`src/rtl/fmac_pkg.sv`:
```
`timescale 1ns/1ps
package fmac_pkg;
    typedef enum logic [1:0] {
        OP_KEEP = 2'd0,
        OP_ADD  = 2'd1,
        OP_SUB  = 2'd2,
        OP_LOAD = 2'd3
    } mac_op_e;

    typedef enum logic [1:0] {
        RND_TRUNC  = 2'd0,
        RND_HALFUP = 2'd1,
        RND_EVEN   = 2'd2,
        RND_TRUNC3 = 2'd3
    } rnd_mode_e;
endpackage

```
`src/rtl/fmac_mult.sv`:
```
`timescale 1ns/1ps
module fmac_mult #(
    parameter int OP_W = 16
) (
    input  logic signed [OP_W-1:0]   a,
    input  logic signed [OP_W-1:0]   b,
    output logic signed [2*OP_W-1:0] prod
);
    localparam int PW = 2 * OP_W;
    localparam logic signed [OP_W-1:0] OP_MIN = {1'b1, {(OP_W-1){1'b0}}};
    localparam logic signed [PW-1:0]   P_MAX  = {1'b0, {(PW-1){1'b1}}};

    logic signed [PW-1:0] raw;
    logic                 both_min;

    always_comb begin
        raw      = a * b;
        both_min = (a == OP_MIN) && (b == OP_MIN);
        prod     = both_min ? P_MAX : (raw <<< 1);
    end

    // a product of two nonzero operands carries the xor of their signs
    always_comb begin
        if (a != '0 && b != '0 && !both_min) begin
            p_sign_r2: assert (prod[PW-1] == (a[OP_W-1] ^ b[OP_W-1]));
        end
    end
endmodule

```
`src/rtl/fmac_rndsat.sv`:
```
`timescale 1ns/1ps
module fmac_rndsat
    import fmac_pkg::*;
#(
    parameter int OP_W  = 16,
    parameter int ACC_W = 40,
    parameter int OUT_W = 16
) (
    input  logic signed [ACC_W-1:0] acc,
    input  logic [1:0]              mode,
    output logic [OUT_W-1:0]        res,
    output logic                    clamp
);
    localparam int DROP = 2 * OP_W - OUT_W;
    localparam int KW   = ACC_W - DROP;
    localparam int RW   = KW + 1;
    localparam logic signed [RW-1:0] OUT_MAX_X = {{(RW-OUT_W+1){1'b0}}, {(OUT_W-1){1'b1}}};
    localparam logic signed [RW-1:0] OUT_MIN_X = {{(RW-OUT_W+1){1'b1}}, {(OUT_W-1){1'b0}}};
    localparam logic [DROP-1:0]      TIE       = {1'b1, {(DROP-1){1'b0}}};

    logic signed [KW-1:0]   kept;
    logic [DROP-1:0]        frac;
    logic                   half;
    logic                   rest;
    logic                   inc;
    logic signed [RW-1:0]   kept_x;
    logic signed [RW-1:0]   rounded;
    logic                   hi;
    logic                   lo;

    assign kept = acc[ACC_W-1:DROP];
    assign frac = acc[DROP-1:0];
    assign half = frac[DROP-1];

    generate
        if (DROP > 1) begin : g_rest
            assign rest = |frac[DROP-2:0];
        end else begin : g_norest
            assign rest = 1'b0;
        end
    endgenerate

    always_comb begin
        case (rnd_mode_e'(mode))
            RND_HALFUP: inc = half;
            RND_EVEN:   inc = half & (rest | kept[0]);
            default:    inc = 1'b0;
        endcase
        kept_x  = {kept[KW-1], kept};
        rounded = kept_x + {{(RW-1){1'b0}}, inc};
        hi      = rounded > OUT_MAX_X;
        lo      = rounded < OUT_MIN_X;
        clamp   = hi | lo;
        if (hi)      res = OUT_MAX_X[OUT_W-1:0];
        else if (lo) res = OUT_MIN_X[OUT_W-1:0];
        else         res = rounded[OUT_W-1:0];
    end

    logic signed [RW-1:0] res_x;
    logic signed [RW-1:0] step;
    assign res_x = {{(RW-OUT_W){res[OUT_W-1]}}, res};
    assign step  = res_x - kept_x;

    // an unclamped output never moves more than one LSB above the kept part
    always_comb begin
        if (!clamp) begin
            p_within_step_r7: assert (step == '0 || step == {{(RW-1){1'b0}}, 1'b1});
        end
    end

    // an exact tie under half-to-even leaves an even output
    always_comb begin
        if (!clamp && rnd_mode_e'(mode) == RND_EVEN && frac == TIE) begin
            p_even_tie_r8: assert (res[0] == 1'b0);
        end
    end
endmodule

```
`src/rtl/fmac_core.sv`:
```
`timescale 1ns/1ps
module fmac_core
    import fmac_pkg::*;
#(
    parameter int OP_W  = 16,
    parameter int GUARD = 8,
    parameter int OUT_W = OP_W
) (
    input  logic             clk,
    input  logic             rst_n,
    input  logic             clr,
    input  logic [1:0]       op,
    input  logic [OP_W-1:0]  opnd_a,
    input  logic [OP_W-1:0]  opnd_b,
    input  logic [1:0]       rnd_mode,
    input  logic             rd_en,
    output logic [OUT_W-1:0] result,
    output logic             sat_flag
);
    localparam int PW    = 2 * OP_W;
    localparam int ACC_W = PW + GUARD;

    typedef struct packed {
        logic signed [ACC_W-1:0] acc;
        logic [OUT_W-1:0]        res;
        logic                    flag;
    } state_t;

    state_t s_d, s_q;

    logic signed [PW-1:0]    prod;
    logic signed [ACC_W-1:0] prod_x;
    logic [OUT_W-1:0]        rs_res;
    logic                    rs_clamp;

    fmac_mult #(.OP_W(OP_W)) u_mult (
        .a    ($signed(opnd_a)),
        .b    ($signed(opnd_b)),
        .prod (prod)
    );

    assign prod_x = {{GUARD{prod[PW-1]}}, prod};

    fmac_rndsat #(.OP_W(OP_W), .ACC_W(ACC_W), .OUT_W(OUT_W)) u_rndsat (
        .acc   (s_q.acc),
        .mode  (rnd_mode),
        .res   (rs_res),
        .clamp (rs_clamp)
    );

    always_comb begin
        s_d = s_q;
        if (clr) begin
            s_d.acc = '0;
        end else begin
            case (mac_op_e'(op))
                OP_ADD:  s_d.acc = s_q.acc + prod_x;
                OP_SUB:  s_d.acc = s_q.acc - prod_x;
                OP_LOAD: s_d.acc = prod_x;
                default: s_d.acc = s_q.acc;
            endcase
        end
        if (rd_en) s_d.res = rs_res;
        s_d.flag = clr ? 1'b0 : (s_q.flag | (rd_en & rs_clamp));
    end

    always_ff @(posedge clk or negedge rst_n) begin
        if (!rst_n) s_q <= '0;
        else        s_q <= s_d;
    end

    assign result   = s_q.res;
    assign sat_flag = s_q.flag;

    p_keep_r3: assert property (@(posedge clk) disable iff (!rst_n)
        (!clr && mac_op_e'(op) == OP_KEEP) |=> $stable(s_q.acc));

    p_load_r3: assert property (@(posedge clk) disable iff (!rst_n)
        (!clr && mac_op_e'(op) == OP_LOAD) |=> (s_q.acc == $past(prod_x)));

    p_clear_r4: assert property (@(posedge clk) disable iff (!rst_n)
        clr |=> (s_q.acc == '0 && !sat_flag));

    p_sticky_r10: assert property (@(posedge clk) disable iff (!rst_n)
        (sat_flag && !clr) |=> sat_flag);

    p_flag_src_r10: assert property (@(posedge clk) disable iff (!rst_n)
        $rose(sat_flag) |-> $past(rd_en));

    p_result_hold_r11: assert property (@(posedge clk) disable iff (!rst_n)
        !rd_en |=> $stable(result));
endmodule

```
`config.mk`:
```
export PLATFORM = sky130hd
export DESIGN_NAME = fmac_core
export DESIGN_NICKNAME = d
export VERILOG_FILES = /design/src/rtl/fmac_pkg.sv /design/src/rtl/fmac_mult.sv /design/src/rtl/fmac_rndsat.sv /design/src/rtl/fmac_core.sv
export SDC_FILE = /design/constraint.sdc
export NUM_CORES = 1
export LEC_CHECK = 0
export ABC_CLOCK_PERIOD_IN_PS = 8200
export BUFFER_PORTS_ARGS = -buffer_cell sky130_fd_sc_hd__buf_2
export CAP_MARGIN = 10
export CORE_UTILIZATION = 45
export DETAILED_ROUTE_END_ITERATION = 12
export SYNTH_ARGS = -nofsm -noshare
export SYNTH_HDL_FRONTEND = slang
export SYNTH_HIERARCHICAL = 1
export SYNTH_SLANG_ARGS = --single-unit
```
`constraint.sdc`:
```
create_clock -name clk -period 8.2 [get_ports clk]
set_input_delay 0.82 -clock clk [delete_from_list [all_inputs] [get_ports clk]]
set_output_delay 0.82 -clock clk [all_outputs]
set_load 0.01 [all_outputs]
```
# Word-level counts from Yosys, hierarchy flattened
# Index checks and enable logic that the tools add are counted.
dict set report word_totals {
  regBits 57
  input_bits 40
  output_inout_bits 17
  elab_cells 31
}
dict set report classes {
  add_sub_neg 3
  multipliers 1
  order_cmp 2
  n_eq_ne 7
  n_mux 7
  n_bitwise 5
  reduce_logical 3
}
# operator count
set op_table {}
lappend op_table {{40-bit case mux with 3 select lines} 1}
lappend op_table {{40-bit by 32-bit adder with 40-bit output} 1}
lappend op_table {{40-bit 2-to-1 mux} 1}
lappend op_table {{40-bit by 32-bit subtractor with 40-bit output} 1}
lappend op_table {{16-bit == test (second input constant)} 2}
lappend op_table {{16-bit 2-to-1 mux} 2}
lappend op_table {{32-bit 2-to-1 mux} 1}
lappend op_table {{16-bit by 16-bit multiplier with 31-bit output} 1}
lappend op_table {{24-bit by 2-bit adder with 25-bit output} 1}
lappend op_table {{25-bit by 16-bit greater-than comparator with 1-bit output (second input constant)} 1}
lappend op_table {{25-bit by 16-bit less-than comparator with 1-bit output (second input constant)} 1}
lappend op_table {{15-bit OR reduction} 1}
lappend op_table {{2-bit == test (second input constant)} 3}
lappend op_table {{2-bit by 1-bit == test with 1-bit output (second input constant)} 2}
lappend op_table {{4-bit nonzero test} 1}
lappend op_table {{1-bit bitwise OR} 3}
lappend op_table {{1-bit AND} 2}
lappend op_table {{1-bit case mux with 2 select lines} 1}
lappend op_table {{1-bit logical AND} 1}
lappend op_table {{1-bit 2-to-1 mux} 1}

# Logic depth before layout (Yosys ltp)
# Gate-level depths: netlist of the first run.
dict set report logic_depth {
  depth_word 10
  depth_mapped 42
  mapped_depth_nobuf 39
}

# Modules after synthesis
# Netlist of the first run, hierarchy kept.
# module instances cells_each area_each_um2 seq_area_each_um2
set modules_own_cells {}
lappend modules_own_cells {fmac_mult 1 1174 10157.2 0.0}
lappend modules_own_cells {fmac_core 1 702 5866.9 1426.4}
lappend modules_own_cells {fmac_rndsat 1 117 825.8 0.0}

# Worst setup path before layout of the first run
# Ideal clock, no wire load.
dict set report synth_path {
  kind {input to register}
  startpoint {input port opnd_b[3]}
  endpoint {register s_q[50] (netlist bit)}
  setup_time_ps 147
  arrival_ps 9250
  required_time_ps 8053
  slack_ps -1197
  cell_stages 35
  path_buffers 2
  path_cell_list {clkbuf_1 > clkbuf_1 > nand2_1 > fa_1 > fa_1 > fa_1 > inv_1 > fa_1 > fa_1 > inv_1 > fa_1 > inv_1 > ha_1 > a21o_1 > a211oi_1 > o21ai_1 > a211oi_1 > o31ai_1 > xnor2_1 > nand2_1 > or4_4 > nor2_1 > nor4b_1 > o21ai_0 > xnor2_1 > ha_1 > nand2_1 > o21ai_1 > or4_1 > a221o_1 > nand2_1 > a21oi_1 > or3_1 > a311oi_1 > a311oi_1}
}
dict set report synth_via {
  elab_chain_cells 6
  word_cells_on_any_way 8
  cone_classes {add/sub: 2; mul: 1; eq/ne: 1; mux: 3; reduce/logical: 1}
}
# element line
set synth_rtl {}
lappend synth_rtl {{start, declared} fmac_core.sv:14} ;# input logic [OP_W-1:0] opnd_b,
lappend synth_rtl {{parallel branches: the longest is 2 deep, another holds 16-bit by 16-bit multiplier with 31-bit output} n/a}
lappend synth_rtl {{32-bit 2-to-1 mux (*)} fmac_mult.sv:19} ;# prod = both_min ? P_MAX : (raw <<< 1);
lappend synth_rtl {{via prod[20]} fmac_core.sv:31} ;# logic signed [PW-1:0] prod;
lappend synth_rtl {{40-bit by 32-bit subtractor with 40-bit output or 40-bit by 32-bit adder with 40-bit output (tied branches)} {fmac_core.sv:58, fmac_core.sv:57}}
lappend synth_rtl {{40-bit case mux with 3 select lines (*)} fmac_core.sv:56} ;# case (mac_op_e'(op))
lappend synth_rtl {{40-bit 2-to-1 mux (*)} fmac_core.sv:53} ;# if (clr) begin
lappend synth_rtl {{end signal, assigned} fmac_core.sv:68} ;# if (!rst_n) s_q <= '0;
lappend synth_rtl {{end signal, assigned} fmac_core.sv:69} ;# else s_q <= s_d;
lappend synth_rtl {{end, declared} fmac_core.sv:29} ;# state_t s_d, s_q;
# Mark *: on every way through the listed nets, which the timed path passes.
# A chain may end at the register's enable or synchronous reset.

# Final worst setup path of the first run
dict set report layout_path {
  startpoint {input port opnd_b[4]}
  endpoint {register s_q[50] (netlist bit)}
}
# Same word-level chain as after synthesis.

==> reports/metrics.csv, run 1 <==
stage,metric,value,unit
outcome,result of the run,"complete, but fails checks",
outcome,violations in the final reports,negative setup slack,
finish,fin nets,2789,
floorplan,I/O pin total,57,
sta,unrepaired setup endpoints after global routing,true,
sta,post-route clock period utilization,1.10,
yosys,Post-Synthesis Net Count,2414,
floorplan,die boundary height,196,um
drt,final wirelength,48200,um
worst_setup_path,Buf/Inv on CP,6,
placement,total half-perimeter wirelength after legalization and detailed placement,39600,um
run,maximum capacitance violations,0,
yosys,Main synth FF type,sky130_fd_sc_hd__dfrtp_1,
yosys,number of enable flip-flop cells after synthesis,0,
cts,clock network latency to the later pin of the worst-skew pair,0.35,ns
global_route,overflow left after global routing,0,
yosys,Post-Synthesis Cells,1993,
cts,Num CTS Buffers,9,
sta,# setup viols final,20,
sta,maximum clock frequency,111,MHz
drt,vias post-DR,15200,
floorplan,width of the die,196,um
worst_setup_path,Worst Setup SP,opnd_b[4],
worst_setup_path,data required time at the worst endpoint,8.38,ns
finish,post-layout instance count excluding filler cells,2841,
drt,first-pass detailed-route iteration total,5,
cts,deepest clock path buffer count,2,
yosys,Synth async-reset ratio,1.00,
min_path,launch instance of the worst min-delay path,sat_flag$_DFF_PN0_,
worst_setup_path,launching element type of the critical path,primary input,
sta,setup ws final,-0.833,ns
global_route,gr usage total,0.257,
sta,Fin Clk Skew,0.00938,ns
cts,clock slew at reported path FFs,0.06,ns
cts,root cell of the clock tree,sky130_fd_sc_hd__clkbuf_16,
finish,"most common cell after layout, fill and taps aside",sky130_fd_sc_hd__buf_4,
drt,# DRC,0,
floorplan,effective utilization at floorplan,0.459,
drt,detail-routed net length per standard cell,17.0,um
global_route,vias in the first global route,15700,
cts,Clock Sinks,57,
sta,final hold slack,0.495,ns
worst_setup_path,max incr delay on CP,0.60,ns
sta,worst-margin pin slew,1.01,ns
sta,final hold violation count,0,
yosys,synth warn,6,
global_route,initial antenna violation count,0,
worst_setup_path,Slowest cell on crit path,sky130_fd_sc_hd__or4_4,
cts,# hold bufs at CTS,0,
drt,final antenna-violating net count,0,
worst_setup_path,type of destination of the critical path,flop,
worst_setup_path,startpoint-to-endpoint class of the critical path,in2reg,
sta,max-slew violations,0,
yosys,Syn Std Cell Area,0.0168,sq mm
yosys,share of the yosys chip area belonging to registers,0.0847,
worst_setup_path,critical path peak fanout,7,
worst_setup_path,kind of cell with the highest combined delay on the critical path,adder cells,
floorplan,Row Count,70,
yosys,library cell occupying the most area in the post-synthesis netlist,sky130_fd_sc_hd__fa_1,
yosys,syn avg cell area,8.45,sq um
global_route,pin count of the biggest net entering global routing,76,
worst_setup_path,most prevalent standard cell on the critical path,sky130_fd_sc_hd__inv_2,
finish,proportion of layout cells with a drive suffix above 1,0.304,
cts,clock tree from TritonCTS,yes,
yosys,area share of the largest cell type after synthesis,0.305,
sta,clock period minus worst slack,9.03,ns
yosys,count of state elements after synthesis,57,
drt,detail-routed via count per cell,5.37,
finish,"commonest cells after routing, fill and taps aside","sky130_fd_sc_hd__buf_4, sky130_fd_sc_hd__inv_1, sky130_fd_sc_hd__fa_1, sky130_fd_sc_hd__nand2_1",
yosys,Netlist cell types,92,
floorplan,area of the die,0.0382,sq mm
placement,Placed Cells,2773,
cts,maximum level of the CTS H-tree,3,
yosys,largest cells by area after synthesis,"sky130_fd_sc_hd__fa_1, sky130_fd_sc_hd__ha_1, sky130_fd_sc_hd__dfrtp_1",
global_route,global-route wire length before repair,79300,um
drt,initial detailed-routing violation count,766,
floorplan,core area,0.0367,sq mm
sta,slew margin rel.,0.323,
worst_setup_path,worst r2r src,s_q[19]$_DFFE_PN0P_,
min_path,type of the worst min-delay path,reg2reg,
finish,Antenna Cells,0,
placement,total of buffers placed on input and output ports,56,
finish,synthesis-to-finish area growth,30.4,%
worst_setup_path,critical path arrival,9.22,ns
placement,RD Place Congestion,0.898,
cell type report:
cell class | instances | area, sq um
Tap cell | 468 | 586
Fill cell | 3159 | 14700
Sequential cell | 57 | 1430
Inverter | 347 | 1310
Timing Repair Buffer | 472 | 3730
Clock buffer | 10 | 239
Multi-Input combinational cell | 1481 | 14600
Clock inverter | 6 | 43.8
synth_stat cells, types with 27 or more instances:
cell and number:
sky130_fd_sc_hd__inv_1 345, sky130_fd_sc_hd__fa_1 257, sky130_fd_sc_hd__nand2_1 221, sky130_fd_sc_hd__and2_1 126, sky130_fd_sc_hd__ha_1 124, sky130_fd_sc_hd__a21oi_1 95, sky130_fd_sc_hd__clkbuf_1 77, sky130_fd_sc_hd__nor2_1 73
sky130_fd_sc_hd__xnor2_1 70, sky130_fd_sc_hd__dfrtp_1 57, sky130_fd_sc_hd__o21ai_0 41, sky130_fd_sc_hd__a211oi_1 40, sky130_fd_sc_hd__xor2_1 37, sky130_fd_sc_hd__nor2b_1 33, sky130_fd_sc_hd__a21o_1 27
routing by layer:
metal  global-route usage  routed length [um]  vias to the layer above
met5                    0                   0                        -
met4               0.0650                 944                        0
met3               0.0192                1750                       72
met2                0.458               24000                      352
met1                0.337               21500                     7583
li1                     -                   -                     7236
cells by family after synthesis:
kind of cell / share of synthesized area
mux: 0.0225
xor+xnor: 0.0556
buf+inv: 0.108
simple gates: 0.187
fa+ha+maj: 0.397
compound gates: 0.145
flops: 0.0847
worst paths after layout:
| check | endpoint | slack [ns] | depth (start not counted) |
|---|---|---|---|
| worst max-delay path | s_q[50]$_DFFE_PN0P_ | -0.83 | 35 |
| worst min-delay path | sat_flag$_DFF_PN0_ | 0.50 | 2 |
| worst max register to register | result[12]$_DFFE_PN0P_ | 4.16 | 14 |
| worst min register to register | sat_flag$_DFF_PN0_ | 0.50 | 2 |
| max in group asynchronous | result[2]$_DFFE_PN0P_ | 7.03 | 2 |
| min in group asynchronous | s_q[33]$_DFFE_PN0P_ | 0.64 | 2 |
sequential cells by signal (all words and copies together) (netlist names):
name      flops
s_q          40
sat_flag      1
result       16
worst min-delay path: cells and delay by family, from the launching register on:
| family | cells | cell delay [ns] |
|---|---|---|
| compound gates | 1 | 0.04 |
| simple gates | 1 | 0.07 |
| flops | 1 | 0.34 |
metrics by stage:
step | TNS (ns) | instance area, sq um | utilization | setup WS [ns]
2_1_floorplan | -6.39 | 17300 | - | -0.684
3_3_place_gp | -18.42 | 20300 | 0.554 | -1.09
3_5_place_dp | -21.71 | 20300 | 0.554 | -1.28
4_1_cts | -8.39 | 21500 | 0.586 | -0.643
5_1_grt | -19.24 | 22000 | 0.599 | -1.19
6_report | -11.64 | 22000 | 0.599 | -0.833
timing repair:
item / 4_1_cts / 5_1_grt
pin swaps: 117 / 79
gates resized for setup: 158 / 81
setup buffers: 42 / 16
setup endpoints to repair: 21 / 27
Power of run 1 is not shown: default switching activity piles up to over one toggle a cycle in this logic, so the estimate is an artifact.
==> inputs of run 2 (changes only) <==
--- a/config.mk
+++ b/config.mk
@@ -8,6 +8,7 @@
 export ABC_CLOCK_PERIOD_IN_PS = 8200
 export BUFFER_PORTS_ARGS = -buffer_cell sky130_fd_sc_hd__buf_2
 export CAP_MARGIN = 10
+export CORE_MARGIN = 4
 export CORE_UTILIZATION = 45
 export DETAILED_ROUTE_END_ITERATION = 12
 export SYNTH_ARGS = -nofsm -noshare
==> constraint.sdc (replaced) <==
create_clock -name clk -period 8.2 [get_ports clk]
set_input_delay 0.82 -clock clk [delete_from_list [all_inputs] [get_ports clk]]
set_output_delay 0.82 -clock clk [all_outputs]
set_load 0.005 [all_outputs]
==> run 2 against run 1 <==
- the run still ends with negative setup slack left
- setup slack better by 0.064 ns
- sequential share of layout area is 0.095 points higher
- first-iteration DRC count increased by 11%
- worst hold slack gained 0.0030 ns
- flip-flop and latch count unchanged
- final cell count shrank 0.99%
- clock skew fell by 0.0021 ns
- global-route usage shrank 2.3 points
- utilization down 1.0 points
- critical path type unchanged
==> reports/metrics.csv, run 2 (synthesized netlist as in run 1, its figures left out) <==
stage,metric,value,unit
global_route,initial antenna violation count,0,
placement,Placed Cells,2767,
placement,total of buffers placed on input and output ports,56,
finish,proportion of layout cells with a drive suffix above 1,0.287,
global_route,pin count of the biggest net entering global routing,76,
outcome,violations in the final reports,negative setup slack,
drt,vias post-DR,14900,
placement,RD Place Congestion,0.940,
finish,"most common cell after layout, fill and taps aside",sky130_fd_sc_hd__buf_4,
floorplan,core area,0.0368,sq mm
sta,total negative setup slack,-10.41,ns
cts,maximum level of the CTS H-tree,3,
global_route,vias in the first global route,15800,
drt,first-pass detailed-route iteration total,5,
sta,# setup viols final,20,
floorplan,I/O pin total,57,
finish,post-layout instance count excluding filler cells,2813,
global_route,overflow left after global routing,0,
worst_setup_path,Worst Setup SP,opnd_a[4],
drt,# DRC,0,
drt,final antenna-violating net count,0,
cts,clock slew at reported path FFs,0.06,ns
sta,slew margin rel.,0.255,
drt,initial detailed-routing violation count,852,
sta,maximum clock frequency,112,MHz
sta,Fin Clk Skew,0.00723,ns
worst_setup_path,Slowest cell on crit path,sky130_fd_sc_hd__fa_2,
worst_setup_path,max incr delay on CP,0.61,ns
min_path,launch instance of the worst min-delay path,result[9]$_DFFE_PN0P_,
finish,Largest register FFs,40,
worst_setup_path,internal reg-to-reg setup slack,4.12,ns
worst_setup_path,critical path arrival,9.16,ns
finish,number of filler instances in the final layout,3278,
sta,max-slew violations,0,
sta,post-route clock period utilization,1.09,
worst_setup_path,critical path peak fanout,5,
finish,fin nets,2761,
worst_setup_path,capture instance of the worst register-to-register path,result[14]$_DFFE_PN0P_,
worst_setup_path,launching element type of the critical path,primary input,
cts,clock network latency to the later pin of the worst-skew pair,0.34,ns
outcome,result of the run,"complete, but fails checks",
finish,synthesis-to-finish area growth,28.5,%
floorplan,die boundary height,202,um
finish,Sequential Area,0.00143,sq mm
run,maximum capacitance violations,0,
floorplan,width of the die,202,um
floorplan,area of the die,0.0406,sq mm
min_path,type of the worst min-delay path,reg2reg,
sta,clock period minus worst slack,8.97,ns
cts,Clock Sinks,57,
global_route,gr usage total,0.235,
finish,area taken by multi-input logic gates,0.0145,sq mm
finish,"commonest cells after routing, fill and taps aside","sky130_fd_sc_hd__buf_4, sky130_fd_sc_hd__inv_1, sky130_fd_sc_hd__fa_1, sky130_fd_sc_hd__nand2_1, sky130_fd_sc_hd__ha_1",
global_route,global-route wire length before repair,79100,um
drt,detail-routed via count per cell,5.31,
drt,final wirelength,47700,um
drt,detail-routed net length per standard cell,17.0,um
cts,deepest clock path buffer count,2,
finish,Antenna Cells,0,
worst_setup_path,type of destination of the critical path,flop,
worst_setup_path,worst r2r src,s_q[33]$_DFFE_PN0P_,
worst_setup_path,data required time at the worst endpoint,8.40,ns
sta,final hold violation count,0,
sta,setup ws final,-0.768,ns
floorplan,Row Count,70,
worst_setup_path,startpoint-to-endpoint class of the critical path,in2reg,
cts,clock tree from TritonCTS,yes,
min_path,hold-critical path depth,1,
cts,root cell of the clock tree,sky130_fd_sc_hd__clkbuf_16,
sta,worst-margin pin slew,1.11,ns
finish,register with the most flip-flops,s_q,
floorplan,effective utilization at floorplan,0.458,
sta,unrepaired setup endpoints after global routing,true,
cts,Num CTS Buffers,9,
cts,# hold bufs at CTS,0,
worst_setup_path,depth of the worst register-to-register path,14,
min_path,hold endpoint,result[9]$_DFFE_PN0P_,
placement,total half-perimeter wirelength after legalization and detailed placement,40000,um
==> run 2: layout make-up <==
type / count / share of cell area
tap: 468 / 0.0270
inverter: 347 / 0.0604
clock inverter: 7 / 0.00364
multi-input combinational: 1481 / 0.671
clock buffer: 9 / 0.0104
timing repair buffer: 444 / 0.162
sequential: 57 / 0.0659
==> run 2: worst max-delay path, delay by kind of cell <==
| family | cells | cell delay, ns |
|---|---|---|
| adders and majority gates | 8 | 3.69 |
| AOI/OAI and AO/OA | 10 | 1.94 |
| and+or+nand+nor | 10 | 1.83 |
| buffers and inverters | 6 | 0.53 |
| xor gates and xnor gates | 2 | 0.34 |
==> run 2: per-stage QoR <==
stage | utilization | instance area, sq um | setup WS (ns) | hold slack (ns)
after floorplan | - | 17300 | -0.684 | 0.482
after global placement | 0.552 | 20300 | -1.10 | 0.484
after detailed placement | 0.552 | 20300 | -1.23 | 0.487
after CTS | 0.576 | 21200 | -0.753 | 0.501
after global routing | 0.589 | 21700 | -1.10 | 0.513
final | 0.589 | 21700 | -0.768 | 0.498
==> run 2: metal layers <==
layer	up-vias	part of all wire	wire, um	GRT usage
li1	7189	-	-	-
met1	7359	0.45	21700	0.317
met2	334	0.49	23600	0.415
met3	66	0.032	1530	0.0145
met4	0	0.019	903	0.0542
met5	-	0	0	0
==> run 2: worst max-delay path by stage <==
stage / end / slack [ns] / depth (start not counted)
5_1_grt: s_q[50]$_DFFE_PN0P_ / -1.10 / 35
4_1_cts: s_q[50]$_DFFE_PN0P_ / -0.75 / 40
3_3_place_gp: s_q[50]$_DFFE_PN0P_ / -1.10 / 40
2_1_floorplan: s_q[50]$_DFFE_PN0P_ / -0.68 / 35
3_5_place_dp: s_q[50]$_DFFE_PN0P_ / -1.23 / 41
6_report: s_q[50]$_DFFE_PN0P_ / -0.77 / 36
==> run 2: what timing repair did <==
item | 4_1_cts | 5_1_grt
pin swaps | 85 | 89
setup endpoints to repair | 21 | 27
buffers inserted | 20 | 13
resized for setup | 100 | 101
Power of run 2 is left out for the same reason.
==> inputs of run 3 (changes only) <==
--- a/config.mk
+++ b/config.mk
@@ -7,9 +7,9 @@
 export LEC_CHECK = 0
 export ABC_CLOCK_PERIOD_IN_PS = 8200
 export BUFFER_PORTS_ARGS = -buffer_cell sky130_fd_sc_hd__buf_2
-export CAP_MARGIN = 10
+export CAP_MARGIN = 20
 export CORE_MARGIN = 4
-export CORE_UTILIZATION = 45
+export CORE_UTILIZATION = 40
 export DETAILED_ROUTE_END_ITERATION = 12
 export SYNTH_ARGS = -nofsm -noshare
 export SYNTH_HDL_FRONTEND = slang
==> run 3 against run 2 <==
- critical path depth decreased by 1
- the flow still finishes with violations (negative setup slack)
- count of clock-buffer cells in the layout unchanged
- global-route usage decreased by 1.6 points
- flip-flop and latch count unchanged
- critical endpoint unchanged
- highest routed layer unchanged
- critical path type unchanged
- first-iteration DRC count decreased by 2.9%
- final cell count increased by 3.2%
- maximum frequency increased by 0.69%
==> reports/metrics.csv, run 3 (synthesized netlist as in run 1, its figures left out) <==
stage,metric,value,unit
outcome,result of the run,"complete, but fails checks",
outcome,violations in the final reports,negative setup slack,
floorplan,core area,0.0412,sq mm
floorplan,width of the die,213,um
min_path,hold-critical path depth,1,
min_path,launch instance of the worst min-delay path,result[15]$_DFFE_PN0P_,
global_route,met2 capacity usage during global routing,0.382,
cts,# hold bufs at CTS,0,
run,maximum capacitance violations,0,
cts,clock tree from TritonCTS,yes,
sta,final hold violation count,0,
placement,total of buffers placed on input and output ports,56,
global_route,initial antenna violation count,0,
worst_setup_path,internal reg-to-reg setup slack,4.20,ns
finish,Antenna Cells,0,
finish,post-layout utilization of the core,0.539,
sta,# setup viols final,18,
floorplan,I/O pin total,57,
finish,Largest register FFs,40,
drt,# DRC,0,
worst_setup_path,Slowest cell on crit path,sky130_fd_sc_hd__or4_4,
global_route,met3 track demand over resource,0.0226,
finish,Sequential Area,0.00143,sq mm
cts,Num CTS Buffers,9,
placement,RD Place Congestion,0.922,
worst_setup_path,critical path arrival,9.08,ns
finish,synthesis-to-finish area growth,31.9,%
sta,maximum clock frequency,112,MHz
placement,cell area after placement,0.0204,sq mm
finish,area taken by multi-input logic gates,0.0147,sq mm
worst_setup_path,max incr delay on CP,0.60,ns
floorplan,effective utilization at floorplan,0.409,
global_route,vias in the first global route,16200,
finish,number of filler instances in the final layout,3712,
worst_setup_path,startpoint-to-endpoint class of the critical path,in2reg,
global_route,layer with the highest usage,met2,
floorplan,area of the die,0.0455,sq mm
sta,slew margin rel.,0.366,
sta,clock period minus worst slack,8.91,ns
drt,first-pass detailed-route iteration total,5,
cts,clock network latency to the later pin of the worst-skew pair,0.34,ns
drt,final wirelength,49200,um
global_route,gr usage total,0.218,
sta,unrepaired setup endpoints after global routing,true,
min_path,type of the worst min-delay path,reg2reg,
drt,detail-routed net length per standard cell,16.9,um
sta,setup ws final,-0.707,ns
drt,initial detailed-routing violation count,827,
finish,"most common cell after layout, fill and taps aside",sky130_fd_sc_hd__buf_4,
cts,deepest clock path buffer count,2,
cts,root cell of the clock tree,sky130_fd_sc_hd__clkbuf_16,
worst_setup_path,worst r2r src,s_q[18]$_DFFE_PN0P_,
global_route,pin count of the biggest net entering global routing,76,
finish,register with the most flip-flops,s_q,
worst_setup_path,capture instance of the worst register-to-register path,result[3]$_DFFE_PN0P_,
worst_setup_path,critical path peak fanout,9,
finish,proportion of layout cells with a drive suffix above 1,0.313,
global_route,global routing usage on met1,0.288,
sta,worst-margin pin slew,0.951,ns
sta,max-slew violations,0,
worst_setup_path,launching element type of the critical path,primary input,
placement,total half-perimeter wirelength after legalization and detailed placement,39300,um
worst_setup_path,depth of the worst register-to-register path,14,
sta,Fin Clk Skew,0.0119,ns
worst_setup_path,most prevalent standard cell on the critical path,sky130_fd_sc_hd__fa_1,
worst_setup_path,type of destination of the critical path,flop,
global_route,overflow left after global routing,0,
finish,Layout Cell Area excl Fill,0.0222,sq mm
cts,Clock Sinks,57,
cts,maximum level of the CTS H-tree,3,
drt,final antenna-violating net count,0,
sta,post-route clock period utilization,1.09,
floorplan,Row Count,74,
min_path,hold endpoint,result[15]$_DFFE_PN0P_,
cts,clock slew at reported path FFs,0.06,ns
drt,detail-routed via count per cell,5.29,
worst_setup_path,Worst Setup SP,opnd_b[5],
worst_setup_path,data required time at the worst endpoint,8.37,ns
floorplan,die boundary height,213,um
global_route,global-route wire length before repair,81200,um
drt,vias post-DR,15400,
finish,"commonest cells after routing, fill and taps aside","sky130_fd_sc_hd__buf_4, sky130_fd_sc_hd__inv_1, sky130_fd_sc_hd__fa_1, sky130_fd_sc_hd__nand2_1, sky130_fd_sc_hd__and2_1",
finish,fin nets,2788,
-- run 3: cell count changes in the layout (fill, tap and decap cells not counted), moves of 6 or more --
| cell | before | now |
|---|---|---|
| sky130_fd_sc_hd__a21oi_1 | 69 | 62 |
| sky130_fd_sc_hd__fa_2 | 3 | 13 |
| sky130_fd_sc_hd__inv_1 | 328 | 322 |
| sky130_fd_sc_hd__ha_4 | 9 | 19 |
| sky130_fd_sc_hd__ha_1 | 113 | 103 |
| sky130_fd_sc_hd__buf_4 | 351 | 387 |
| sky130_fd_sc_hd__fa_1 | 254 | 244 |
| sky130_fd_sc_hd__buf_6 | 38 | 31 |
-- run 3: how the worst max path moves through the flow --
stage	end	slack, ns
final	s_q[50]$_DFFE_PN0P_	-0.71
after global routing	s_q[50]$_DFFE_PN0P_	-1.04
after CTS	s_q[48]$_DFFE_PN0P_	-0.64
after detailed placement	s_q[50]$_DFFE_PN0P_	-1.23
after global placement	s_q[50]$_DFFE_PN0P_	-1.08
after floorplan	s_q[50]$_DFFE_PN0P_	-0.68
-- run 3: critical path, delay by kind of cell --
kind / cells / cell delay [ns]
AOI/OAI and AO/OA: 8 / 1.47
xor gates and xnor gates: 1 / 0.13
adders and majority gates: 8 / 3.57
buffers and inverters: 6 / 0.49
and+or+nand+nor: 12 / 2.57
-- run 3: metrics by stage --
step / setup TNS, ns / setup WS (ns) / instances / hold WS [ns]
4_1_cts: -8.50 / -0.638 / 2888 / 0.502
5_1_grt: -15.65 / -1.04 / 2903 / 0.518
6_report: -8.57 / -0.707 / 2903 / 0.499
3_3_place_gp: -17.54 / -1.08 / 2833 / 0.482
3_5_place_dp: -20.50 / -1.23 / 2833 / 0.489
2_1_floorplan: -6.39 / -0.684 / 1993 / 0.482
-- run 3: metal layers --
| metal | vias to the layer above | routed length (um) | share of wire |
|---|---|---|---|
| met5 | - | 0 | 0 |
| met4 | 0 | 1360 | 0.028 |
| met3 | 110 | 2200 | 0.045 |
| met2 | 406 | 24200 | 0.49 |
| met1 | 7623 | 21400 | 0.43 |
| li1 | 7232 | - | - |
-- run 3: area by class of cell --
type | count | share of cell area
Multi-Input combinational cell | 1481 | 0.663
Timing Repair Buffer | 471 | 0.169
Sequential cell | 57 | 0.0642
Inverter | 347 | 0.0591
Tap cell | 532 | 0.0300
Clock buffer | 9 | 0.0101
Clock inverter | 6 | 0.00484
-- run 3: timing repair --
item                       4_1_cts  5_1_grt
pin swaps                      100       88
setup endpoints to repair       21       26
gates cloned                     0        2
setup buffers                   40       18
gates resized for setup        118      134
Power of run 3 is left out for the same reason.
